### src/rtl/wbuf_pkg.sv
package wbuf_pkg;

  // Pointer width for a ring of the given depth (at least one bit).
  function automatic int unsigned ptr_bits(input int unsigned depth);
    int unsigned b;
    b = 1;
    while ((1 << b) < depth) b++;
    return b;
  endfunction

  // Occupancy counter width able to hold 0..depth.
  function automatic int unsigned cnt_bits(input int unsigned depth);
    int unsigned b;
    b = 1;
    while ((1 << b) <= depth) b++;
    return b;
  endfunction

endpackage

### src/rtl/wbuf_ctrl.sv
module wbuf_ctrl
  import wbuf_pkg::*;
#(
  parameter int unsigned DEPTH = 8,
  localparam int unsigned PW = ptr_bits(DEPTH),
  localparam int unsigned CW = cnt_bits(DEPTH)
) (
  input  logic             clk,
  input  logic             rst_n,
  input  logic             push,
  input  logic             pop,
  output logic [PW-1:0]    put_idx,
  output logic [PW-1:0]    head_idx,
  output logic [DEPTH-1:0] occ,
  output logic             is_empty,
  output logic             is_full
);

  localparam logic [PW-1:0] LAST = PW'(DEPTH - 1);
  localparam logic [CW-1:0] TOP  = CW'(DEPTH);

  logic [CW-1:0] level;

  function automatic logic [PW-1:0] step(input logic [PW-1:0] p);
    return (p == LAST) ? '0 : p + 1'b1;
  endfunction

  always_ff @(posedge clk or negedge rst_n) begin
    if (!rst_n) begin
      put_idx  <= '0;
      head_idx <= '0;
      level    <= '0;
    end else begin
      if (push) put_idx  <= step(put_idx);
      if (pop)  head_idx <= step(head_idx);
      if (push && !pop)      level <= level + 1'b1;
      else if (pop && !push) level <= level - 1'b1;
    end
  end

  // Per-slot occupancy: clear on retire first, then set on store, so a
  // slot that is retired and refilled in one cycle stays occupied.
  generate
    for (genvar i = 0; i < DEPTH; i++) begin : g_occ
      always_ff @(posedge clk or negedge rst_n) begin
        if (!rst_n) begin
          occ[i] <= 1'b0;
        end else if (push && put_idx == PW'(i)) begin
          occ[i] <= 1'b1;
        end else if (pop && head_idx == PW'(i)) begin
          occ[i] <= 1'b0;
        end
      end
    end
  endgenerate

  assign is_empty = (level == '0);
  assign is_full  = (level == TOP);

endmodule

### src/rtl/wbuf_store.sv
module wbuf_store #(
  parameter int unsigned DEPTH  = 8,
  parameter int unsigned ADDR_W = 32,
  parameter int unsigned DATA_W = 32,
  parameter int unsigned PW     = 3
) (
  input  logic                    clk,
  input  logic                    rst_n,
  input  logic                    push,
  input  logic [PW-1:0]           put_idx,
  input  logic [ADDR_W-1:0]       in_addr,
  input  logic [DATA_W-1:0]       in_data,
  input  logic [PW-1:0]           head_idx,
  output logic [ADDR_W-1:0]       head_addr,
  output logic [DATA_W-1:0]       head_data,
  output logic [DEPTH*ADDR_W-1:0] all_addr
);

  logic [ADDR_W-1:0] slot_addr [DEPTH];
  logic [DATA_W-1:0] slot_data [DEPTH];

  generate
    for (genvar i = 0; i < DEPTH; i++) begin : g_slot
      always_ff @(posedge clk or negedge rst_n) begin
        if (!rst_n) begin
          slot_addr[i] <= '0;
          slot_data[i] <= '0;
        end else if (push && put_idx == PW'(i)) begin
          slot_addr[i] <= in_addr;
          slot_data[i] <= in_data;
        end
      end
      assign all_addr[i*ADDR_W +: ADDR_W] = slot_addr[i];
    end
  endgenerate

  always_comb begin
    head_addr = '0;
    head_data = '0;
    for (int i = 0; i < DEPTH; i++) begin
      if (head_idx == PW'(i)) begin
        head_addr = slot_addr[i];
        head_data = slot_data[i];
      end
    end
  end

endmodule

### src/rtl/wbuf_hazard.sv
module wbuf_hazard #(
  parameter int unsigned DEPTH  = 8,
  parameter int unsigned ADDR_W = 32
) (
  input  logic [DEPTH*ADDR_W-1:0] all_addr,
  input  logic [DEPTH-1:0]        occ,
  input  logic [ADDR_W-1:0]       probe_addr,
  output logic                    clash
);

  logic [DEPTH-1:0] hit;

  generate
    for (genvar i = 0; i < DEPTH; i++) begin : g_cmp
      assign hit[i] = occ[i] && (all_addr[i*ADDR_W +: ADDR_W] == probe_addr);
    end
  endgenerate

  assign clash = |hit;

endmodule

### src/rtl/wbuf_post.sv
module wbuf_post
  import wbuf_pkg::*;
#(
  parameter int unsigned DEPTH  = 8,
  parameter int unsigned ADDR_W = 32,
  parameter int unsigned DATA_W = 32
) (
  input  logic              clk,
  input  logic              rst_n,
  input  logic              wr_valid,
  output logic              wr_ready,
  input  logic [ADDR_W-1:0] wr_addr,
  input  logic [DATA_W-1:0] wr_data,
  input  logic [ADDR_W-1:0] rd_addr,
  output logic              rd_ready,
  output logic              mem_valid,
  input  logic              mem_ready,
  output logic [ADDR_W-1:0] mem_addr,
  output logic [DATA_W-1:0] mem_data,
  output logic              empty,
  output logic              full
);

  localparam int unsigned PW = ptr_bits(DEPTH);

  logic              push, pop, clash;
  logic [PW-1:0]     put_idx, head_idx;
  logic [DEPTH-1:0]  occ;
  logic [DEPTH*ADDR_W-1:0] all_addr;

  assign mem_valid = !empty;
  assign pop       = mem_valid && mem_ready;
  // A full queue still takes a write when the head leaves this cycle.
  assign wr_ready  = !full || pop;
  assign push      = wr_valid && wr_ready;
  assign rd_ready  = !clash;

  wbuf_ctrl #(.DEPTH(DEPTH)) u_ctrl (
    .clk      (clk),
    .rst_n    (rst_n),
    .push     (push),
    .pop      (pop),
    .put_idx  (put_idx),
    .head_idx (head_idx),
    .occ      (occ),
    .is_empty (empty),
    .is_full  (full)
  );

  wbuf_store #(
    .DEPTH(DEPTH), .ADDR_W(ADDR_W), .DATA_W(DATA_W), .PW(PW)
  ) u_store (
    .clk       (clk),
    .rst_n     (rst_n),
    .push      (push),
    .put_idx   (put_idx),
    .in_addr   (wr_addr),
    .in_data   (wr_data),
    .head_idx  (head_idx),
    .head_addr (mem_addr),
    .head_data (mem_data),
    .all_addr  (all_addr)
  );

  wbuf_hazard #(.DEPTH(DEPTH), .ADDR_W(ADDR_W)) u_hazard (
    .all_addr   (all_addr),
    .occ        (occ),
    .probe_addr (rd_addr),
    .clash      (clash)
  );

endmodule

### config.mk
export PLATFORM = sky130hd
export DESIGN_NAME = wbuf_post
export DESIGN_NICKNAME = d
export VERILOG_FILES = /design/src/rtl/wbuf_pkg.sv /design/src/rtl/wbuf_ctrl.sv /design/src/rtl/wbuf_store.sv /design/src/rtl/wbuf_hazard.sv /design/src/rtl/wbuf_post.sv
export SDC_FILE = /design/constraint.sdc
export NUM_CORES = 1
export LEC_CHECK = 0
export BUFFER_PORTS_ARGS = -buffer_cell sky130_fd_sc_hd__buf_2
export CAP_MARGIN = 10
export CORE_MARGIN = 4
export CORE_UTILIZATION = 56
export CTS_BUF_LIST = sky130_fd_sc_hd__clkbuf_4 sky130_fd_sc_hd__clkbuf_8 sky130_fd_sc_hd__clkbuf_16
export DETAILED_ROUTE_END_ITERATION = 8
export HOLD_SLACK_MARGIN = 0.15
export PLACE_DENSITY_LB_ADDON = 0.2
export REMOVE_ABC_BUFFERS = 1
export SLEW_MARGIN = 20
export SYNTH_ARGS = -nofsm -noshare
export SYNTH_HDL_FRONTEND = slang
export SYNTH_SLANG_ARGS = --single-unit
### constraint.sdc
create_clock -name clk -period 2.5 [get_ports clk]
set_input_delay 0.375 -clock clk [delete_from_list [all_inputs] [get_ports clk]]
set_output_delay 0.375 -clock clk [all_outputs]
set_load 0.02 [all_outputs]
**Yosys cells after proc, flatten, opt, wreduce, memory -nomap -nowiden**

Cells that the tools add are included.

- Register bits: 530
- Bits of input ports: 100
- Logic and storage cells: 137
- Output and inout bits: 69

- Muxes and demuxes: 36
- Add/subtract/negate cells: 4
- Reductions and logical operators: 47
- Eq/ne operators: 23

Operator list:

| cell | number |
|---|---|
| $mux 32 | 16 |
| $eq 32x32->1 | 8 |
| $logic_and 1x1->1 | 28 |
| $eq 3x3->1 const B | 8 |
| $reduce_bool 2->1 | 9 |
| $mux 1 | 16 |
| $eq 3x2->1 const B | 4 |
| $mux 4 | 2 |
| $reduce_or 8->1 | 1 |
| $add 3x1->3 const B | 2 |
| $eq 3x1->1 const B | 2 |
| $logic_not 3->1 | 2 |
| $mux 3 | 2 |
| $logic_not 1->1 | 5 |
| $add 4x1->4 const B | 1 |
| $eq 4x4->1 const B | 1 |
| $logic_not 4->1 | 1 |
| $sub 4x1->4 const B | 1 |
| $logic_or 1x1->1 | 1 |

**Logic depth before layout (Yosys ltp)**

Gate-level depths: netlist of run 1.

- Word-level depth: 9
- Mapped depth: 12

**Cells and area by module**

From an unflattened synthesis of run 1, not the netlist that was laid out.

- Cells, all modules: 1796
- Area total of the unflattened synthesis: 27005.9 sq um

By module, submodules not included:

| module | cells each | times used | area each (sq um) |
|---|---|---|---|
| wbuf_store | 1314 | 1 | 22779.3 |
| wbuf_hazard | 381 | 1 | 3146.8 |
| wbuf_ctrl | 95 | 1 | 1039.7 |
| wbuf_post | 6 | 1 | 40.0 |

**Worst setup path before layout of run 1**

OpenSTA, ideal clock, no wires.

- Path kind: register to register
- From: reg u_ctrl.level[1]
- To: reg u_ctrl.level[3]
- Setup slack: -0.060 ns
- Clock period less this slack: 2.560 ns
- Stages on the path, launching flop included: 13
- Library setup time: 0.125 ns
- Data required time: 2.375 ns
- Arrival: 2.435 ns
- Cells stage by stage: dfrtp_1 nor3_2 nand2b_1 nand2_1 clkbuf_1 ha_1 inv_1 ha_1 a21o_1 a21oi_1 xnor2_1 nor2_1 xor2_1

- Cells in the longest elaborated chain, start to end: 8
- Elaborated cells between the ends (all ways): 16

Ends and longest elaborated chain:

| what | line | RTL |
|---|---|---|
| start: declaration | wbuf_ctrl.sv:22 | `logic [CW-1:0] level;` |
| start signal: assignment | wbuf_ctrl.sv:36 | `if (push && !pop) level <= level + 1'b1;` |
| start signal: assignment | wbuf_ctrl.sv:37 | `else if (pop && !push) level <= level - 1'b1;` |
| $logic_not 4->1 (*) | wbuf_ctrl.sv:57 | `assign is_empty = (level == '0);` |
| $logic_not 1->1 (*) | wbuf_post.sv:31 | `assign mem_valid = !empty;` |
| via mem_valid | wbuf_post.sv:16 | `output logic mem_valid,` |
| $logic_and 1x1->1 (*) | wbuf_post.sv:32 | `assign pop = mem_valid && mem_ready;` |
| $logic_or 1x1->1 | wbuf_post.sv:34 | `assign wr_ready = !full \|\| pop;` |
| $logic_and 1x1->1 | wbuf_post.sv:35 | `assign push = wr_valid && wr_ready;` |
| $logic_not 1->1 | wbuf_ctrl.sv:37 |  |
| $logic_and 1x1->1 | wbuf_ctrl.sv:37 |  |
| $reduce_bool 2->1 (no source line) | - |  |

Mark *: on every way through the listed nets, which the timed path passes. The rest lies on a longest branch. The select of a mux whose other input is x is not followed.
A chain may end at the register's enable or synchronous reset.

**Worst setup path after layout of run 1**

- From: reg u_ctrl.head_idx[0]
- To: out mem_data[24]

- Cells in the longest elaborated chain, start to end: 9
- Elaborated cells between the ends (all ways): 16

Ends and longest elaborated chain:

| what | line | RTL |
|---|---|---|
| start: declaration | wbuf_ctrl.sv:13 | `output logic [PW-1:0] head_idx,` |
| start signal: assignment | wbuf_ctrl.sv:35 | `if (pop) head_idx <= step(head_idx);` |
| $logic_not 3->1 | wbuf_store.sv:41 | `if (head_idx == PW'(i)) begin` |
| $mux 32 (7 in series) | wbuf_store.sv:41 |  |
| $mux 32 (*) | wbuf_store.sv:41 |  |
| end: declaration | wbuf_post.sv:19 | `output logic [DATA_W-1:0] mem_data,` |

Mark *: on every way between the ends. The rest lies on a longest branch, timed or not.

==> parameters.txt, run 1 <==
Parameter                              Value

Layout
  Share of post-route cells with drive strength above 1    0.4185
  Synthesis-to-finish area growth    25.21%
  Final net count    between 2000 and 3000
  Fill cell instance count of the final layout    between 3000 and 4000
  Final cell count without fillers    between 3000 and 4000
  Area occupied by registers    roughly 0.013 mm^2
  Total area of multi-input combinational cells    around 0.014 mm^2
  Post-route standard cell area excluding fillers    between 0.03 and 0.04 mm^2

Routing
  Highest signal layer in the routed design    met5
  Number of DRC violations after detailed routing    0
  Count of vias placed by the detailed router    just over 20000
  Wire length on met2    between 40000 and 50000 um
  Average via count per standard cell    between 6 and 7
  Final wirelength    86820 um
  Met3 wirelength from detailed routing    between 5000 and 6000 um
  Number of detailed-route iterations in the first pass    7
  Number of DRC markers in iteration 0    1888
  Number of routed nets with antenna violations    0
  Detailed-route wire length on metal 1    35030 um
  Per-cell routed wire length    roughly 26 um

Floorplanning
  Number of placed I/O pins    between 150 and 200
  Chip width    229.3 um
  DIE AREA    0.05259 mm^2
  Row cnt    80
  Core ar.    about 0.048 mm^2
  Die boundary height    229.3 um
  Initial standard-cell utilization of the core    0.5709

STA
  Minimum clock period    between 3000 and 4000 ps
  Final worst-path setup slack    -854.4 ps
  F_max    ~300 MHz
  Least-Margin Pin Slew    around 550 ps
  Final Hold Fails    0
  Setup skew after layout    about 15 ps
  Max-slew violation count    0
  Count of final setup violators    65
  Period utilization    1.342
  Worst slack on hold paths    around 300 ps
  Worst slew margin relative to its limit    0.6280
  Unrepaired setup endpoints after global routing    yes

Yosys
  Ranking of synthesized cells by area    dfrtp_1 (48%), mux2_2 (19%), xnor2_1 (4.8%)
  Fraction of synthesis flops using an asynchronous set or reset pin    1.000
  Count of flip-flops with a built-in enable after synthesis    0
  Sequential cell area fraction in the yosys report    0.4835
  Distinct cells, synth    44
  Cells after Synth    between 2000 and 2500
  Count of state elements after synthesis    530
  Most common library cells after synthesis    dfrtp_1 (530), mux2_2 (471), nor2_1 (194)
  Syn Area/Cell    about 12 um^2
  Cell taking the most area after synthesis    dfrtp_1
  Yosys warnings    0
  Share of the synthesized area in the top cell type    0.4835
  Post-Syn Area    approximately 0.027 mm^2
  Synth Flop Type    dfrtp_1
  Cell with the most instances after synthesis    dfrtp_1

Global routing
  Via count of the first global-routing pass    around 22000
  Pin count of the biggest net entering global routing    89
  First-pass GRT wire length    132300 um
  Total grt overflow    0
  Number of antenna violations at the first check in global routing    6
  Aggregate global-route resource usage    0.3239

Flow run
  Count of maximum capacitance violations    0

Critical path
  Critical Path Slowest Stage Cell    dfrtp_1
  Largest fanout on the critical path    7
  Register-to-Register Path Depth    12
  Cell mode on critical path    o21ai_1
  Required @ worst endpoint    roughly 2100 ps
  Start point of the critical path    u_ctrl.head_idx[0]
  Setup slack on the worst flop-to-flop path    roughly 150 ps
  Cell-by-cell listing of the critical path    inv_2 > ha_4 > nor3b_4 > buf_4 > bufbuf_16 > a221oi_1 > o311ai_1 > o21ai_1 > o21ai_1 > a22o_1 > buf_2
  Worst Setup End Kind    output port
  Largest stage delay, worst path    about 410 ps
  Critical path capture point    mem_data[24]
  Worst R2R End    u_ctrl.level[3]
  Worst setup path class    reg -> out
  CP Data Arrival Time    between 2000 and 3000 ps
  Startpoint type of the worst setup path    register
  Reg-to-reg startpoint    u_ctrl.level[1]

Place
  Cell total after placement    around 3100
  Instance area after placement    roughly 0.03 mm^2
  Count of input and output buffers    168
  Routability Congestion    0.9550
  Dpl hpwl    between 50000 and 60000 um

Pwr
  P per Cell Area    1496 mW/mm^2
  Leakage power figure    14.99 nW
  Total power    about 51 mW
  Worst supply voltage drop on vdd    around 0.00087 V

Clocking
  Num CTS Buffers    55
  Clock-pin slew reported for the worst setup and hold paths after clock tree synthesis    around 60 ps
  Clk sinks    530
  Longest Clk Path Bufs    3
  Number of H-tree branching levels    2
  CTS tree    built
  Clock insertion delay at the later pin of the skew report    about 640 ps
  Root buffer cell    clkbuf_16

Run status
  Run status    finished with violations
  Failing checks    negative setup slack

Min path
  HP Class    in -> async
critical path, delay by kind of cell (launching register included):
kind / cells / cell delay, ps
buffers and inverters: 4 / 800
adders and majority gates: 1 / 150
DFF: 1 / 410
AOI/OAI and AO/OA: 5 / 780
and+or+nand+nor: 1 / 210
repair_timing:
item / CTS / global route
cloned: 3 / 3
hold endpoints to repair: 610 / 0
buffers inserted: 15 / 3
gates resized for setup: 185 / 48
pin swaps: 66 / 46
hold buffers: 67 / 0
setup endpoints to repair: 65 / 66
routing by layer:
metal | GRT usage | vias up
met3 | 0.05132 | 217
li1 | - | 9019
met5 | 0 | -
met4 | 0.1405 | 4
met2 | 0.5377 | 786
met1 | 0.4244 | 10723
layout by cell type (no fill, tap or decap), types with 11 or more instances in the layout:
master and n:
o21ai_0 11, nand4_1 42, nor4_1 21, a22o_1 65, buf_4 146, dfrtp_1 524, xnor2_1 110, mux2_1 43
o21ai_1 125, nand2_1 79, nor2_1 188, buf_2 118, o311ai_1 49, a221oi_2 53, clkbuf_16 58, xor2_1 110
dlygate4sd3_1 67, a221oi_1 11, o311ai_2 12, buf_6 39, a21oi_1 66, clkinv_2 13, xnor2_2 32, buf_12 73
nand3_1 11, clkbuf_8 16, mux2_2 471
flip-flops by register name, indices dropped and copies added (netlist names):
signal	count
u_ctrl.head_idx	3
u_ctrl.occ	8
u_ctrl.put_idx	3
u_ctrl.level	4
u_store.slot_data	256
u_store.all_addr	256
worst min path at each step:
stage,from,to,slack (ps),depth (start not counted)
3_3_place_gp,rst_n,u_store.slot_data[54],360,1
5_1_grt,rst_n,u_store.slot_data[22],340,2
4_1_cts,rst_n,u_store.slot_data[22],310,2
3_5_place_dp,rst_n,u_store.slot_data[22],370,1
6_report,rst_n,u_store.slot_data[22],300,2
2_1_floorplan,rst_n,u_ctrl.head_idx[0],80,0
report_power, final:
group          switching [mW]  total, mW  leakage [nW]  internal (mW)
Clock                    3.58       8.59         0.951           5.01
Sequential               3.69       16.6          6.39           12.9
Combinational            13.0       26.2          7.65           13.2
metrics by stage:
step	util	setup slack [ps]	setup TNS (ps)
2_1_floorplan	-	-3332	-523820
3_3_place_gp	0.6328	-321.4	-15010
3_5_place_dp	0.6328	-384.5	-16490
4_1_cts	0.7089	-807.4	-47060
5_1_grt	0.7147	-929.2	-53950
6_report	0.7148	-854.4	-47330
layout make-up:
type / count / share of cell area
antenna: 3 / 0.0002186
tap: 615 / 0.02240
clock inverter: 20 / 0.006448
timing repair buffer: 453 / 0.1305
inverter: 10 / 0.001093
multi-input combinational: 1582 / 0.4048
sequential: 530 / 0.3864
clock buffer: 79 / 0.04823
cell families (layout without fill, tap and decap cells):
group,count (synthesis),after routing,share of synthesized area
compound gates,404,404,0.1121
xor+xnor,259,259,0.08269
fa+ha+maj,16,16,0.007572
buf+inv,197,562,0.04037
flops,530,530,0.4835
mux,514,514,0.2110
other cells,0,3,0
simple gates,389,389,0.06276
(Power assumes the default switching activity.)
==> run 2: changes to the inputs <==
--- a/config.mk
+++ b/config.mk
@@ -8,7 +8,7 @@
 export BUFFER_PORTS_ARGS = -buffer_cell sky130_fd_sc_hd__buf_2
 export CAP_MARGIN = 10
 export CORE_MARGIN = 4
-export CORE_UTILIZATION = 56
+export CORE_UTILIZATION = 36
 export CTS_BUF_LIST = sky130_fd_sc_hd__clkbuf_4 sky130_fd_sc_hd__clkbuf_8 sky130_fd_sc_hd__clkbuf_16
 export DETAILED_ROUTE_END_ITERATION = 8
 export HOLD_SLACK_MARGIN = 0.15
==> constraint.sdc (replaced) <==
create_clock -name clk -period 2.9 [get_ports clk]
set_input_delay 0.435 -clock clk [delete_from_list [all_inputs] [get_ports clk]]
set_output_delay 0.435 -clock clk [all_outputs]
set_load 0.02 [all_outputs]
==> parameters.txt, run 2 (synthesis results as in run 1) <==
Parameter                              Value

Routing
  Number of DRC violations after detailed routing    0 (unchanged)
  Final wirelength    96230 um (was 86820 um)
  Per-cell routed wire length    26.37 um (about the same)
  Count of vias placed by the detailed router    20609 (was 20749)
  Number of DRC markers in iteration 0    1299 (was 1888)
  Average via count per standard cell    5.648 (was 6.303)
  Number of detailed-route iterations in the first pass    6 (was 7)
  Number of routed nets with antenna violations    0 (unchanged)

Floorplanning
  Chip width    284.0 um (was 229.3 um)
  Number of placed I/O pins    169 (unchanged)
  Die boundary height    284.0 um (was 229.3 um)
  Row cnt    100 (was 80)
  Core ar.    0.07495 mm^2 (was 0.04805 mm^2)
  DIE AREA    0.08068 mm^2 (was 0.05259 mm^2)
  Initial standard-cell utilization of the core    0.3660 (was 0.5709)

STA
  F_max    just under 300 MHz
  Max-slew violation count    0 (unchanged)
  Setup skew after layout    18.58 ps (was 14.61 ps)
  Final worst-path setup slack    -518.7 ps (was -854.4 ps)
  Final Hold Fails    0 (unchanged)
  Total negative slack for setup checks    -27680 ps (was -47330 ps)
  Worst slew margin relative to its limit    0.4683 (was 0.6280)
  Period utilization    1.179
  Least-Margin Pin Slew    797.5 ps (was 552.9 ps)
  Count of final setup violators    65 (unchanged)
  Minimum clock period    3419 ps
  Unrepaired setup endpoints after global routing    yes (unchanged)

Min path
  HP Class    in -> reg (was in -> async)

Clocking
  Num CTS Buffers    61 (was 55)
  CTS tree    built (unchanged)
  Clock-pin slew reported for the worst setup and hold paths after clock tree synthesis    60 ps (about the same)
  Number of H-tree branching levels    2 (unchanged)
  Longest Clk Path Bufs    3 (unchanged)
  Clock insertion delay at the later pin of the skew report    640 ps (about the same)
  Root buffer cell    clkbuf_16 (unchanged)
  Clk sinks    530 (unchanged)

Run status
  Failing checks    negative setup slack (unchanged)
  Run status    finished with violations (unchanged)

Layout
  Final net count    2743 (was 2748)
  Synthesis-to-finish area growth    30.62% (was 25.21%)
  Top library cells by usage in the layout, fill and taps aside    dfrtp_1 (527), mux2_2 (471), nor2_1 (192) (was dfrtp_1 (524), mux2_2 (471), nor2_1 (188))
  Share of post-route cells with drive strength above 1    0.4393 (was 0.4185)
  Most common cell after layout, fill and taps aside    dfrtp_1 (unchanged)
  Final cell count without fillers    3649 (was 3292)

Place
  Routability Congestion    0.9689 (was 0.9550)
  Count of input and output buffers    168 (unchanged)
  Dpl hpwl    63400 um (was 57730 um)
  Cell total after placement    3409 (was 3102)

Critical path
  Largest stage delay, worst path    430 ps (was 410 ps)
  CP Data Arrival Time    2980 ps (about the same)
  Top Family by Delay on Critical Path    compound AO/OA/AOI/OAI gates (was buffers and inverters)
  Startpoint type of the worst setup path    register (unchanged)
  Largest fanout on the critical path    8 (was 7)
  Required @ worst endpoint    2470 ps (was 2120 ps)
  Cell-by-cell listing of the critical path    inv_2 > ha_4 > nor3b_4 > buf_8 > buf_6 > a221oi_2 > o311ai_4 > o21ai_1 > o21ai_1 > a22o_1 > buf_6 (was inv_2 > ha_4 > nor3b_4 > buf_4 > bufbuf_16 > a221oi_1 > o311ai_1 > o21ai_1 > o21ai_1 > a22o_1 > buf_2)
  Worst Setup End Kind    output port (unchanged)
  Critical Path Slowest Stage Cell    dfrtp_1 (unchanged)
  Worst setup path class    reg -> out (unchanged)
  Number of buffer and inverter instances along the worst setup path    4 (unchanged)

Pwr
  Worst supply voltage drop on vdd    0.0006495 V (was 0.0008661 V)
  Leakage power figure    15.31 nW (was 14.99 nW)
  P per Cell Area    1335 mW/mm^2 (was 1496 mW/mm^2)

Global routing
  Via count of the first global-routing pass    21315 (was 21675)
  Pin count of the biggest net entering global routing    87 (was 89)
  Number of antenna violations at the first check in global routing    10 (was 6)
  Total grt overflow    0 (unchanged)
  Aggregate global-route resource usage    0.2280 (was 0.3239)
  First-pass GRT wire length    140800 um (was 132300 um)

Flow run
  Count of maximum capacitance violations    0 (unchanged)
==> run 2: cell count changes in the layout (fill, tap and decap cells not counted), sizes merged <==
| cell | delta |
|---|---|
| buf | +3 |
| bufbuf | +2 |
| inv | -2 |
| clkbuf | +17 |
| clkinv | +5 |
| dlygate4sd3 | -22 |
==> run 2: worst paths after layout <==
kind	startpoint	endpoint	slack, ps	cells past startpoint
min	wr_addr[17]	u_store.all_addr[81]	170	2
max in group asynchronous	rst_n	u_store.slot_data[31]	1580	3
max reg2reg	u_ctrl.level[1]	u_ctrl.level[3]	260	12
min reg2reg	u_store.slot_data[53]	u_store.slot_data[53]	490	1
max	u_ctrl.head_idx[0]	mem_addr[18]	-520	11
min in group asynchronous	rst_n	u_store.all_addr[220]	390	2
==> run 2: worst reg2reg max path: stages, from the launching register on <==
cell      delay, ps
dfrtp_1         430
nor3_2          280
nand3b_1        160
nand2_2         170
inv_2           170
ha_1            270
inv_1           120
ha_1            250
a21o_1          160
a21oi_1         170
xnor2_1         130
nor2_1           70
xor2_1          140
==> run 2: layout make-up <==
class	instances	area, um^2
inverter	10	37.54
antenna	3	7.507
fill	6659	39120
tap	969	1212
multi-input combinational	1582	14460
clock inverter	23	271.5
timing repair buffer	442	4698
sequential	530	13270
clock buffer	90	1881
==> run 2: metrics by stage <==
step	hold slack, ps	total power, mW	worst slack [ps]	instance area, um^2	utilization
floorplan	139.4	26.32	-2992	26360	-
global placement	462.6	33.60	-64.31	30270	0.4039
detailed placement	455.9	34.08	-77.43	30270	0.4039
CTS	151.2	45.61	-564.1	34400	0.4589
global route	173.6	50.26	-662.8	35830	0.4780
finish	165.6	47.85	-518.7	35830	0.4781
==> run 2: routing by layer <==
| layer | wire, um | share of wire | track usage | vias up |
|---|---|---|---|---|
| met5 | 49 | 0.00051 | 0 | - |
| met1 | 41560 | 0.43 | 0.3077 | 10701 |
| met2 | 44500 | 0.46 | 0.3689 | 677 |
| met4 | 3892 | 0.040 | 0.08001 | 8 |
| li1 | - | - | - | 9011 |
| met3 | 6228 | 0.065 | 0.04297 | 212 |
==> run 2: timing repair <==
action                     4_1_cts  5_1_grt
resized for setup              211      144
hold buffers                    45        0
cloned                          12        9
hold endpoints to repair       377        0
buffers inserted                30       35
pin swaps                       87      105
setup endpoints to repair       65       65
==> run 2: power by group <==
part	total, mW	internal (mW)	switching, mW
Combinational	25.4	12.9	12.5
Clock	8.10	4.84	3.26
Sequential	14.3	11.1	3.20
==> run 3: changes to the inputs <==
--- a/config.mk
+++ b/config.mk
@@ -11,7 +11,7 @@
 export CORE_UTILIZATION = 36
 export CTS_BUF_LIST = sky130_fd_sc_hd__clkbuf_4 sky130_fd_sc_hd__clkbuf_8 sky130_fd_sc_hd__clkbuf_16
 export DETAILED_ROUTE_END_ITERATION = 8
-export HOLD_SLACK_MARGIN = 0.15
+export HOLD_SLACK_MARGIN = 0.05
 export PLACE_DENSITY_LB_ADDON = 0.2
 export REMOVE_ABC_BUFFERS = 1
 export SLEW_MARGIN = 20
==> constraint.sdc (replaced) <==
create_clock -name clk -period 2.9 [get_ports clk]
set_input_delay 0.435 -clock clk [delete_from_list [all_inputs] [get_ports clk]]
set_output_delay 0.435 -clock clk [all_outputs]
set_load 0.005 [all_outputs]
==> parameters.txt, run 3 (synthesis results as in run 1) <==
Parameter                              Value

Layout
  Most common cell after layout, fill and taps aside    dfrtp_1 (unchanged)
  Final net count    2653 (was 2743)
  Synthesis-to-finish area growth    23.20% (was 30.62%)
  Finished Core Util    0.4509 (was 0.4781)
  Top library cells by usage in the layout, fill and taps aside    dfrtp_1 (528), mux2_2 (471), nor2_1 (194) (was dfrtp_1 (527), mux2_2 (471), nor2_1 (192))
  Share of post-route cells with drive strength above 1    0.4225 (was 0.4393)
  Final cell count without fillers    3560 (was 3649)
  Fill cell instance count of the final layout    6809 (was 6659)

Min path
  Worst Hold Depth    2 (unchanged)
  HP Class    in -> reg (unchanged)
  Launch instance of the worst min-delay path    wr_data[29] (was wr_addr[17])
  Capture endpoint of the worst hold path    u_store.slot_data[61] (was u_store.all_addr[81])

Global routing
  Number of antenna violations at the first check in global routing    7 (was 10)
  Aggregate global-route resource usage    0.2250 (was 0.2280)
  First-pass GRT wire length    139000 um (was 140800 um)
  Via count of the first global-routing pass    20721 (was 21315)
  Total grt overflow    0 (unchanged)
  Pin count of the biggest net entering global routing    111 (was 87)

Clocking
  Root buffer cell    clkbuf_16 (unchanged)
  Clock insertion delay at the later pin of the skew report    660 ps (was 640 ps)
  Clk sinks    530 (unchanged)
  Num CTS Buffers    60 (was 61)
  Number of H-tree branching levels    2 (unchanged)
  CTS tree    built (unchanged)
  Longest Clk Path Bufs    3 (unchanged)
  Clock-pin slew reported for the worst setup and hold paths after clock tree synthesis    60 ps (about the same)

Floorplanning
  Chip width    284.0 um (unchanged)
  DIE AREA    0.08068 mm^2 (unchanged)
  Core ar.    0.07495 mm^2 (unchanged)
  Number of placed I/O pins    169 (unchanged)
  Row cnt    100 (unchanged)
  Die boundary height    284.0 um (unchanged)
  Initial standard-cell utilization of the core    0.3660 (unchanged)

Pwr
  Worst supply voltage drop on vdd    0.0005900 V (was 0.0006495 V)
  Total power    43.49 mW (was 47.85 mW)
  P per Cell Area    1287 mW/mm^2 (was 1335 mW/mm^2)
  Leakage power figure    14.57 nW (was 15.31 nW)

STA
  F_max    294.9 MHz (was 292.5 MHz)
  Least-Margin Pin Slew    781.8 ps (was 797.5 ps)
  Setup skew after layout    30.05 ps (was 18.58 ps)
  Worst slew margin relative to its limit    0.4740 (was 0.4683)
  Period utilization    1.169 (was 1.179)
  Final Hold Fails    0 (unchanged)
  Unrepaired setup endpoints after global routing    yes (unchanged)
  Max-slew violation count    0 (unchanged)
  Worst slack on hold paths    98.91 ps (was 165.6 ps)
  Final worst-path setup slack    -490.7 ps (was -518.7 ps)
  Count of final setup violators    65 (unchanged)
  Minimum clock period    3391 ps (was 3419 ps)

Place
  Post-Place Worst Slack    -7.977 ps (was -77.43 ps)
  Dpl hpwl    61060 um (was 63400 um)
  Count of input and output buffers    168 (unchanged)
  Routability Congestion    0.9731 (was 0.9689)
  Cell total after placement    3395 (was 3409)

Routing
  Average via count per standard cell    5.615 (was 5.648)
  Count of vias placed by the detailed router    19991 (was 20609)
  Per-cell routed wire length    26.16 um (was 26.37 um)
  Number of DRC markers in iteration 0    1449 (was 1299)
  Number of routed nets with antenna violations    0 (unchanged)
  Final wirelength    93130 um (was 96230 um)
  Number of detailed-route iterations in the first pass    5 (was 6)
  Number of DRC violations after detailed routing    0 (unchanged)

Critical path
  Largest fanout on the critical path    15 (was 8)
  Number of buffer and inverter instances along the worst setup path    4 (unchanged)
  CP Data Arrival Time    2960 ps (was 2980 ps)
  Worst R2R End    u_ctrl.level[3] (unchanged)
  Worst setup path class    reg -> out (unchanged)
  Top Family by Delay on Critical Path    compound AO/OA/AOI/OAI gates (unchanged)
  Required @ worst endpoint    2470 ps (about the same)
  Worst Setup End Kind    output port (unchanged)
  Cell-by-cell listing of the critical path    inv_2 > ha_4 > nor3b_4 > buf_4 > buf_16 > a221oi_2 > o311ai_1 > o21ai_1 > o21ai_1 > a22o_1 > buf_2 (was inv_2 > ha_4 > nor3b_4 > buf_8 > buf_6 > a221oi_2 > o311ai_4 > o21ai_1 > o21ai_1 > a22o_1 > buf_6)
  Setup slack on the worst flop-to-flop path    310 ps (was 260 ps)
  Register-to-Register Path Depth    12 (unchanged)
  Reg-to-reg startpoint    u_ctrl.level[1] (unchanged)
  Largest stage delay, worst path    440 ps (was 430 ps)
  Critical Path Slowest Stage Cell    dfrtp_2 (was dfrtp_1)
  Cell mode on critical path    o21ai_1
  Startpoint type of the worst setup path    register (unchanged)

Run status
  Failing checks    negative setup slack (unchanged)
  Run status    finished with violations (unchanged)

Flow run
  Count of maximum capacitance violations    0 (unchanged)
==> run 3: report_power, final <==
part / leakage (nW) / switching (mW) / internal [mW]
registers: 6.39 / 3.05 / 11.1
logic: 7.05 / 10.2 / 10.5
clock network: 1.13 / 3.25 / 5.35
==> run 3: final cells by class <==
type | instances | area [um^2] | area share
clock buffers | 95 | 1888 | 0.05587
multi-input cells | 1582 | 13850 | 0.4098
inverters | 10 | 37.54 | 0.001111
flip-flops and latches | 530 | 13270 | 0.3925
well taps | 969 | 1212 | 0.03588
repair buffers | 353 | 3166 | 0.09367
diodes | 4 | 10.01 | 0.0002962
clock inverters | 17 | 365.4 | 0.01081
==> run 3: worst max-delay path by stage <==
stage | cells past startpoint | from | to
3_3_place_gp | 10 | u_ctrl.head_idx[0] | mem_addr[13]
2_1_floorplan | 8 | u_ctrl.head_idx[0] | mem_addr[0]
3_5_place_dp | 10 | u_ctrl.head_idx[0] | mem_addr[13]
5_1_grt | 11 | u_ctrl.head_idx[0] | mem_addr[18]
6_report | 11 | u_ctrl.head_idx[0] | mem_addr[18]
4_1_cts | 11 | u_ctrl.head_idx[0] | mem_addr[18]
==> run 3: timing repair <==
item,in CTS,in global routing
hold buffers,1,0
setup endpoints to repair,65,66
endpoints found under the hold margin,42,0
cloned,8,4
buffers inserted,34,3
gates resized for setup,106,40
pin swaps,95,67
==> run 3: worst register-to-register path: cells and delay by family (launching register included) <==
kind	cells	cell delay (ps)
flip-flops	1	450
AO/OA/AOI/OAI	2	330
AND/OR/NAND/NOR	4	630
adder cells (fa/ha/maj)	2	500
buffers and inverters	2	280
XOR/XNOR	2	280
==> run 3: metrics by stage <==
step	area (um^2)	TNS, ps
6_report	33790	-26260
5_1_grt	33790	-35430
4_1_cts	33400	-30170
3_5_place_dp	30090	-7.977
3_3_place_gp	30090	0
2_1_floorplan	26360	-240780
==> run 3: per-layer routing <==
layer,wire length [um],up-vias,share of wire,track usage
li1,-,8833,-,-
met1,41820,10342,0.45,0.3151
met2,42650,640,0.46,0.3585
met3,5421,170,0.058,0.03590
met4,3197,6,0.034,0.07211
met5,43,-,0.00046,0
